===== src/rtl/fcd_pkg.sv =====
package fcd_pkg;

    localparam int OFS_W    = 12;
    localparam int CMD_W    = 8;
    localparam int MODE_LSB = 15;
    localparam int WAIT_LSB = 12;

    localparam logic [CMD_W-1:0] CMD_KEY_A   = 8'hAA;
    localparam logic [CMD_W-1:0] CMD_KEY_B   = 8'h55;
    localparam logic [CMD_W-1:0] CMD_SET_CFG = 8'hC0;
    localparam logic [CMD_W-1:0] CMD_PS_ON   = 8'h70;
    localparam logic [CMD_W-1:0] CMD_QUERY   = 8'h98;
    localparam logic [CMD_W-1:0] CMD_RESET   = 8'hF0;

    localparam logic [OFS_W-1:0] OFS_KEY_A = 12'h555;
    localparam logic [OFS_W-1:0] OFS_KEY_B = 12'h2AA;
    localparam logic [OFS_W-1:0] OFS_QUERY = 12'h055;

    localparam logic [2:0] WAIT_MAX     = 3'd5;
    localparam logic [2:0] WAIT_DEFAULT = 3'd5;

    typedef enum logic [1:0] {
        BM_CONT   = 2'b00,
        BM_WRAP8  = 2'b01,
        BM_WRAP16 = 2'b10,
        BM_WRAP32 = 2'b11
    } burst_e;

    typedef enum logic [1:0] {
        SQ_IDLE = 2'd0,
        SQ_KEY1 = 2'd1,
        SQ_KEY2 = 2'd2
    } seq_e;

    typedef enum logic {
        RM_ARRAY = 1'b0,
        RM_QUERY = 1'b1
    } rmode_e;

    typedef enum logic [2:0] {
        OP_NONE    = 3'd0,
        OP_RESET   = 3'd1,
        OP_ABORT   = 3'd2,
        OP_ADVANCE = 3'd3,
        OP_QUERY   = 3'd4,
        OP_SET_CFG = 3'd5,
        OP_PS_ON   = 3'd6
    } op_e;

    typedef struct packed {
        burst_e     mode;
        logic [2:0] wcode;
    } burst_cfg_t;

    localparam burst_cfg_t CFG_DEFAULT = '{mode: BM_CONT, wcode: WAIT_DEFAULT};

    function automatic logic step_hit(
        input logic [OFS_W-1:0] ofs, input logic [CMD_W-1:0] cmd,
        input logic [OFS_W-1:0] want_ofs, input logic [CMD_W-1:0] want_cmd);
        return (ofs == want_ofs) && (cmd == want_cmd);
    endfunction

endpackage


===== src/rtl/fcd_bus_capture.sv =====
module fcd_bus_capture
    import fcd_pkg::*;
#(
    parameter int ADDR_W = 22,
    parameter int DATA_W = 16
) (
    input  logic              clk,
    input  logic              rst,
    input  logic              ce_n,
    input  logic              avd_n,
    input  logic              we_n,
    input  logic              inv_in,
    input  logic [DATA_W-1:0] adq_in,
    input  logic [ADDR_W-DATA_W-1:0] a_hi,
    output logic              stb,
    output logic [ADDR_W-1:0] addr,
    output logic [DATA_W-1:0] data
);
    logic avd_q;
    logic we_q;
    logic avd_rise;
    logic we_rise;

    assign avd_rise = !avd_q && avd_n && !ce_n;
    assign we_rise  = !we_q && we_n && !ce_n;

    always_ff @(posedge clk) begin
        if (rst) begin
            avd_q <= 1'b1;
            we_q  <= 1'b1;
            stb   <= 1'b0;
            addr  <= '0;
            data  <= '0;
        end else begin
            avd_q <= avd_n;
            we_q  <= we_n;
            stb   <= we_rise;
            if (avd_rise) begin
                addr <= {a_hi, adq_in};
            end
            if (we_rise) begin
                data <= adq_in ^ {DATA_W{inv_in}};
            end
        end
    end

    // one strobe release produces a single captured write
    p_stb_single_r2: assert property (@(posedge clk) disable iff (rst)
        stb |=> !stb)
        else $error("captured write strobe lasted two cycles");

endmodule


===== src/rtl/fcd_seq_decoder.sv =====
module fcd_seq_decoder
    import fcd_pkg::*;
#(
    parameter int ADDR_W = 22,
    parameter int DATA_W = 16
) (
    input  logic              clk,
    input  logic              rst,
    input  logic              stb,
    input  logic [ADDR_W-1:0] addr,
    input  logic [DATA_W-1:0] data,
    output op_e               op,
    output burst_cfg_t        cand
);
    localparam int HI_LSB = MODE_LSB + 2;

    seq_e             state;
    seq_e             state_nxt;
    logic [OFS_W-1:0] ofs;
    logic [CMD_W-1:0] cmd;
    logic [2:0]       wfield;
    logic             unused_bits;

    assign ofs         = addr[OFS_W-1:0];
    assign cmd         = data[CMD_W-1:0];
    assign wfield      = addr[WAIT_LSB +: 3];
    assign unused_bits = ^{addr[ADDR_W-1:HI_LSB], data[DATA_W-1:CMD_W]};

    assign cand.mode  = burst_e'(addr[MODE_LSB +: 2]);
    assign cand.wcode = wfield;

    always_comb begin
        op        = OP_NONE;
        state_nxt = state;
        if (stb) begin
            if (cmd == CMD_RESET) begin
                op        = OP_RESET;
                state_nxt = SQ_IDLE;
            end else begin
                unique case (state)
                    SQ_IDLE: begin
                        if (step_hit(ofs, cmd, OFS_KEY_A, CMD_KEY_A)) begin
                            op        = OP_ADVANCE;
                            state_nxt = SQ_KEY1;
                        end else if (step_hit(ofs, cmd, OFS_QUERY, CMD_QUERY)) begin
                            op = OP_QUERY;
                        end else begin
                            op = OP_ABORT;
                        end
                    end
                    SQ_KEY1: begin
                        if (step_hit(ofs, cmd, OFS_KEY_B, CMD_KEY_B)) begin
                            op        = OP_ADVANCE;
                            state_nxt = SQ_KEY2;
                        end else begin
                            op        = OP_ABORT;
                            state_nxt = SQ_IDLE;
                        end
                    end
                    SQ_KEY2: begin
                        state_nxt = SQ_IDLE;
                        if (step_hit(ofs, cmd, OFS_KEY_A, CMD_SET_CFG) && (wfield <= WAIT_MAX)) begin
                            op = OP_SET_CFG;
                        end else if (step_hit(ofs, cmd, OFS_KEY_A, CMD_PS_ON)) begin
                            op = OP_PS_ON;
                        end else begin
                            op = OP_ABORT;
                        end
                    end
                    default: begin
                        op        = OP_ABORT;
                        state_nxt = SQ_IDLE;
                    end
                endcase
            end
        end
    end

    always_ff @(posedge clk) begin
        if (rst) begin
            state <= SQ_IDLE;
        end else begin
            state <= state_nxt;
        end
    end

    // the last step of a sequence always closes it
    p_key2_exits_r7: assert property (@(posedge clk) disable iff (rst)
        (stb && state == SQ_KEY2) |=> (state == SQ_IDLE))
        else $error("sequence stayed open after its final write");

    // an abandoned sequence restarts from idle
    p_abort_idle_r7: assert property (@(posedge clk) disable iff (rst)
        (op == OP_ABORT) |=> (state == SQ_IDLE))
        else $error("sequence not reset after a mismatched write");

    // the reset command never leaves a sequence open
    p_reset_cmd_r10: assert property (@(posedge clk) disable iff (rst)
        (op == OP_RESET) |=> (state == SQ_IDLE))
        else $error("reset command left a sequence open");

endmodule


===== src/rtl/fcd_cfg_store.sv =====
module fcd_cfg_store
    import fcd_pkg::*;
(
    input  logic       clk,
    input  logic       rst,
    input  op_e        op,
    input  burst_cfg_t cand,
    output burst_cfg_t cfg,
    output logic       ps_on,
    output rmode_e     rmode,
    output logic       updated
);
    always_ff @(posedge clk) begin
        if (rst) begin
            cfg     <= CFG_DEFAULT;
            ps_on   <= 1'b0;
            rmode   <= RM_ARRAY;
            updated <= 1'b0;
        end else begin
            updated <= 1'b0;
            unique case (op)
                OP_SET_CFG: begin
                    cfg     <= cand;
                    updated <= 1'b1;
                    rmode   <= RM_ARRAY;
                end
                OP_PS_ON: begin
                    ps_on <= 1'b1;
                    rmode <= RM_ARRAY;
                end
                OP_QUERY: rmode <= RM_QUERY;
                OP_RESET,
                OP_ABORT: rmode <= RM_ARRAY;
                default: ;
            endcase
        end
    end

    // the stored wait code is always a legal one
    p_wait_legal_r5: assert property (@(posedge clk) disable iff (rst)
        cfg.wcode <= WAIT_MAX)
        else $error("illegal wait code stored");

    // register holds its value except on the update pulse
    p_cfg_stable_r6: assert property (@(posedge clk) disable iff (rst)
        !updated |-> $stable(cfg))
        else $error("configuration changed without an update pulse");

    // the update pulse is a single cycle
    p_pulse_once_r6: assert property (@(posedge clk) disable iff (rst)
        updated |=> !updated)
        else $error("update pulse longer than one cycle");

    // power-save flag is sticky outside reset
    p_ps_sticky_r9: assert property (@(posedge clk) disable iff (rst)
        $past(ps_on) |-> ps_on)
        else $error("power-save flag dropped without reset");

endmodule


===== src/rtl/flash_cmd_decoder.sv =====
module flash_cmd_decoder
    import fcd_pkg::*;
#(
    parameter int ADDR_W = 22,
    parameter int DATA_W = 16
) (
    input  logic                     clk,
    input  logic                     rst,
    input  logic                     ce_n,
    input  logic                     avd_n,
    input  logic                     we_n,
    input  logic                     inv_in,
    input  logic [DATA_W-1:0]        adq_in,
    input  logic [ADDR_W-DATA_W-1:0] a_hi,
    output logic [1:0]               burst_mode,
    output logic [2:0]               wait_code,
    output logic                     ps_enable,
    output logic                     cfi_mode,
    output logic                     config_updated
);
    logic              stb;
    logic [ADDR_W-1:0] addr;
    logic [DATA_W-1:0] data;
    op_e               op;
    burst_cfg_t        cand;
    burst_cfg_t        cfg;
    rmode_e            rmode;

    fcd_bus_capture #(.ADDR_W(ADDR_W), .DATA_W(DATA_W)) u_cap (
        .clk    (clk),
        .rst    (rst),
        .ce_n   (ce_n),
        .avd_n  (avd_n),
        .we_n   (we_n),
        .inv_in (inv_in),
        .adq_in (adq_in),
        .a_hi   (a_hi),
        .stb    (stb),
        .addr   (addr),
        .data   (data)
    );

    fcd_seq_decoder #(.ADDR_W(ADDR_W), .DATA_W(DATA_W)) u_dec (
        .clk  (clk),
        .rst  (rst),
        .stb  (stb),
        .addr (addr),
        .data (data),
        .op   (op),
        .cand (cand)
    );

    fcd_cfg_store u_cfg (
        .clk     (clk),
        .rst     (rst),
        .op      (op),
        .cand    (cand),
        .cfg     (cfg),
        .ps_on   (ps_enable),
        .rmode   (rmode),
        .updated (config_updated)
    );

    assign burst_mode = cfg.mode;
    assign wait_code  = cfg.wcode;
    assign cfi_mode   = (rmode == RM_QUERY);

endmodule


===== config.mk =====
export PLATFORM = sky130hd
export DESIGN_NAME = flash_cmd_decoder
export DESIGN_NICKNAME = d
export VERILOG_FILES = /design/src/rtl/fcd_pkg.sv /design/src/rtl/fcd_bus_capture.sv /design/src/rtl/fcd_seq_decoder.sv /design/src/rtl/fcd_cfg_store.sv /design/src/rtl/flash_cmd_decoder.sv
export SDC_FILE = /design/constraint.sdc
export NUM_CORES = 1
export LEC_CHECK = 0
export CORE_MARGIN = 1
export CORE_UTILIZATION = 50
export DETAILED_ROUTE_END_ITERATION = 6
export PLACE_DENSITY = 0.78
export RECOVER_POWER = 25
export SYNTH_ARGS = -nofsm -noshare
export SYNTH_HDL_FRONTEND = slang
export SYNTH_SLANG_ARGS = --single-unit

===== constraint.sdc =====
create_clock -name clk -period 2.59 [get_ports clk]
set_input_delay 0.259 -clock clk [delete_from_list [all_inputs] [get_ports clk]]
set_output_delay 0.259 -clock clk [all_outputs]
set_load 0.01 [all_outputs]

==> results.py <==
metrics = {
    "sta": {
        "whs_ns": 0.463,
        "fin_crit_sh_pct": 94.2,
        "tns_ns": 0,
        "skew_ns": 0.0149,
        "rsz0062_at_grt": "no",
        "slew_headroom_pct": 24.9,
        "worstMarginPinSlew_ns": 1.13,
        "finalHoldViolCount": 0,
        "post-route-min-period_ns": 2.44,
        "max_freq_mhz": 410,
        "setup_viol": 0,
        "report.final.slew_viol_count": 0,
    },
    "power_and_ir_drop": {
        "netSwitchingPower_w": 0.000233,
        "p_leak_nw": 0.734,
        "combPwrFrac_pct": 9.4,
        "switching_share_pct": 23.2,
        "p_seq_share_pct": 60.5,
        "p_int_w": 0.000771,
        "p_clk_share_pct": 30.1,
        "power.density_nw_per_um2": 462,
        "irDropWorstVdd_mv": 0.347,
    },
    "critical_path": {
        "cp_top_family": "simple AND/OR/NAND/NOR gates",
        "crit_fanout": 4,
        "rrSetupSlack_ns": 0.15,
        "worst_r2r_endpoint": "u_cfg.cfg[4]",
        "regToRegStartpoint": "u_cap.addr[7]",
        "end_kind": "register",
        "crit_chain": "and4bb_1, nand4_1, or3_4, o31ai_4, o31a_1, ha_1, and2_1, nand3_2, o21ai_1, a21oi_1",
        "worst-path-buf-inv": 0,
        "cp.arrival_ns": 2.66,
        "crit_required_ns": 2.81,
        "r2r_cells": 10,
        "critPathLaunch": "u_cap.addr[7]",
        "slowest_delay_ns": 0.40,
        "path_class": "reg -> reg",
        "cp_num_cells": 10,
        "start_kind": "register",
        "crit_slowest_cell": "or3_4",
    },
    "die": {
        "die_x_um": 61.4,
        "ios": 36,
        "dieArea_sq_um": 3770,
        "fp.coreArea_sq_um": 3360,
        "fp-row-count": 21,
        "die_h_um": 61.4,
        "initial_core_util_pct": 52.5,
    },
    "logic_synthesis": {
        "avgSynthCellArea_sq_um": 8.73,
        "synth_top_area_share_pct": 43.1,
        "synth.area.top_cells": "dfxtp_1 (43%), nand2_1 (7.9%), a21oi_1 (5.7%), xnor2_1 (4.0%), nor2_1 (3.6%)",
        "synth_seq_area_share_pct": 43.1,
        "synth_cells": 202,
        "synth_top_area_cell": "dfxtp_1",
        "synthDistinctLibCells": 44,
        "synth_fp_nets": 233,
        "synth_warnings": 0,
        "synth_edf_count": 0,
        "synthArstFlopShare_pct": 0,
        "ys_seq_elements": 38,
        "syn-cell-area_sq_um": 1760,
        "synth-main-ff-cell": "dfxtp_1",
    },
    "drt": {
        "dr.pass1.iters": 4,
        "drc": 0,
        "avgViaCountPerCell": 5.39,
        "vias": 1499,
        "ant_nets": 0,
        "drt_iter0_drc": 41,
        "avgRoutedWirePerCell_um": 12.9,
        "routed_wirelength_um": 3600,
    },
    "run_status": {
        "status": "complete, no violations",
    },
    "finish": {
        "diodes": 0,
        "nFillCells": 324,
        "multiInputGateArea_sq_um": 971,
        "seqCellArea_sq_um": 761,
        "final_util_pct": 64.5,
        "area_delta_synth_final_pct": 23.0,
        "design_area_sq_um": 2170,
        "layout.nets": 264,
        "drive_gt1_share_pct": 10.8,
    },
    "cts": {
        "cts_buffer_depth": 2,
        "clock_latency_ns": 0.34,
        "holdBufCountCts": 0,
        "clockRootBuffer": "clkbuf_4",
        "cts-htree-levels": 2,
        "cts_tree": "done",
        "cts_sinks": 38,
        "numCtsBuffers": 5,
        "path_clk_slew_ns": 0.11,
        "post_cts_buffers": 0,
    },
    "job": {
        "drv_cap": 0,
    },
    "worst_hold_path": {
        "hold_class": "reg -> reg",
        "worstHoldPathCells": 2,
        "hold_start": "u_cap.addr[12]",
        "min_to": "u_cap.addr[12]",
    },
    "placement": {
        "port_buffers": 30,
        "dp_hpwl_um": 2640,
        "dpl-instance-area_sq_um": 2100,
        "gp_congestion": 0.806,
    },
    "grt": {
        "antenna_found_initial": 0,
        "grt_usage_pct": 21.4,
        "grt_max_degree": 26,
        "overflow": 0,
        "grt_pass1_wl_um": 5900,
        "grt_pass1_vias": 1320,
    },
}
## synthesized netlist by cell type, types with 2 or more instances
| cell type | number |
|---|---|
| a31oi_1 | 3 |
| nand2_1 | 37 |
| dfxtp_1 | 38 |
| and2_1 | 3 |
| nand4_1 | 7 |
| mux2i_1 | 4 |
| o31a_1 | 2 |
| nor3b_2 | 2 |
| clkbuf_1 | 9 |
| a21oi_1 | 20 |
| nor2b_1 | 2 |
| nand3_1 | 3 |
| nor4_1 | 2 |
| or2_1 | 3 |
| o21ai_1 | 3 |
| and2b_2 | 2 |
| xnor2_1 | 8 |
| nor2_1 | 17 |
| a211oi_1 | 8 |
| nor3b_1 | 2 |
| nor4bb_1 | 2 |
| ha_1 | 3 |
## sequential cells by signal (all words and copies together), names as in the netlist
signal         count
u_cap.addr        17
u_cap.data         8
u_cfg.cfg          5
u_dec.state        2
u_cap.avd_q        1
u_cap.stb          1
u_cap.we_q         1
u_cfg.ps_on        1
u_cfg.rmode        1
u_cfg.updated      1
## tightest hold or removal path, stage by stage, from the launching register on
cell	delay [ns]
dfxtp_1	0.32
nand2_1	0.05
a21oi_1	0.05
## cell usage in the layout, fill, tap and decap left out, types with 2 or more instances in the layout
cell type,Yosys,layout
a31oi_1,3,3
nand2_1,37,37
and2b_2,2,2
nor4bb_1,2,2
o31a_1,2,2
ha_1,3,3
clkdlybuf4s50_1,0,29
a21oi_1,20,20
nor3b_2,2,2
o31ai_4,1,2
nand4_1,7,7
nor3b_1,2,2
dfxtp_1,38,38
nor2_1,17,17
a211oi_1,8,8
xnor2_1,8,8
clkbuf_4,0,5
nor4_1,2,2
mux2i_1,4,4
o21ai_1,3,3
buf_4,0,3
nand3_1,3,2
nor2b_1,2,2
and2_1,3,3
or2_1,3,3
## layer usage
| layer | global-route usage (%) | up-vias | routed length, um |
|---|---|---|---|
| met5 | 0 | - | 0 |
| met4 | 4.44 | 0 | 33 |
| met3 | 6.51 | 7 | 117 |
| met2 | 33.4 | 31 | 1690 |
| met1 | 29.6 | 690 | 1760 |
| li1 | - | 771 | - |
## cell families (layout without fill, tap and decap cells)
group	count (synthesis)	count (layout)	share of synthesized area, %
muxes	4	4	2.27
adders and majority gates	3	3	2.13
DFF	38	38	43.1
and+or+nand+nor	98	98	31.0
buffers and inverters	11	41	2.91
AOI/OAI and AO/OA	40	40	14.6
xor gates and xnor gates	8	8	3.97
## worst max path at each step
stage          slack (ns)      endpoint
3_3_place_gp         0.18  u_cfg.cfg[3]
6_report             0.15  u_cfg.cfg[4]
5_1_grt             0.001  u_cfg.cfg[4]
2_1_floorplan        0.30  u_cfg.cfg[4]
3_5_place_dp         0.13  u_cfg.cfg[4]
4_1_cts              0.10  u_cfg.cfg[4]
## timing repair
| action | CTS | global route |
|---|---|---|
| hold endpoints to repair | 0 | 0 |
| gates resized for setup | 0 | 3 |
| endpoints found under the setup margin | 0 | 4 |
## power by group through the flow
stage	sequential, W	combinational [W]	clock [W]
final	0.000607	0.0000948	0.000302
after global routing	0.000609	0.000104	0.000334
after CTS	0.000607	0.0000960	0.000310
after detailed placement	0.000620	0.0000958	0
after global placement	0.000620	0.0000942	0
after floorplan	0.000617	0.0000502	0
## through the flow
stage | setup slack [ns] | total power, W | std cells
2_1_floorplan | 0.299 | 0.000667 | 202
3_3_place_gp | 0.175 | 0.000715 | 272
3_5_place_dp | 0.129 | 0.000716 | 272
4_1_cts | 0.103 | 0.00101 | 278
5_1_grt | 0.00140 | 0.00105 | 278
6_report | 0.150 | 0.00100 | 278
## final cells by class
class,count,share of cell area [%]
Multi-Input combinational cell,153,44.7
Sequential cell,38,35.0
Timing Repair Buffer,34,15.0
Tap cell,46,2.65
Clock buffer,6,2.36
Inverter,1,0.173
Power figures use the tool's default switching activity.
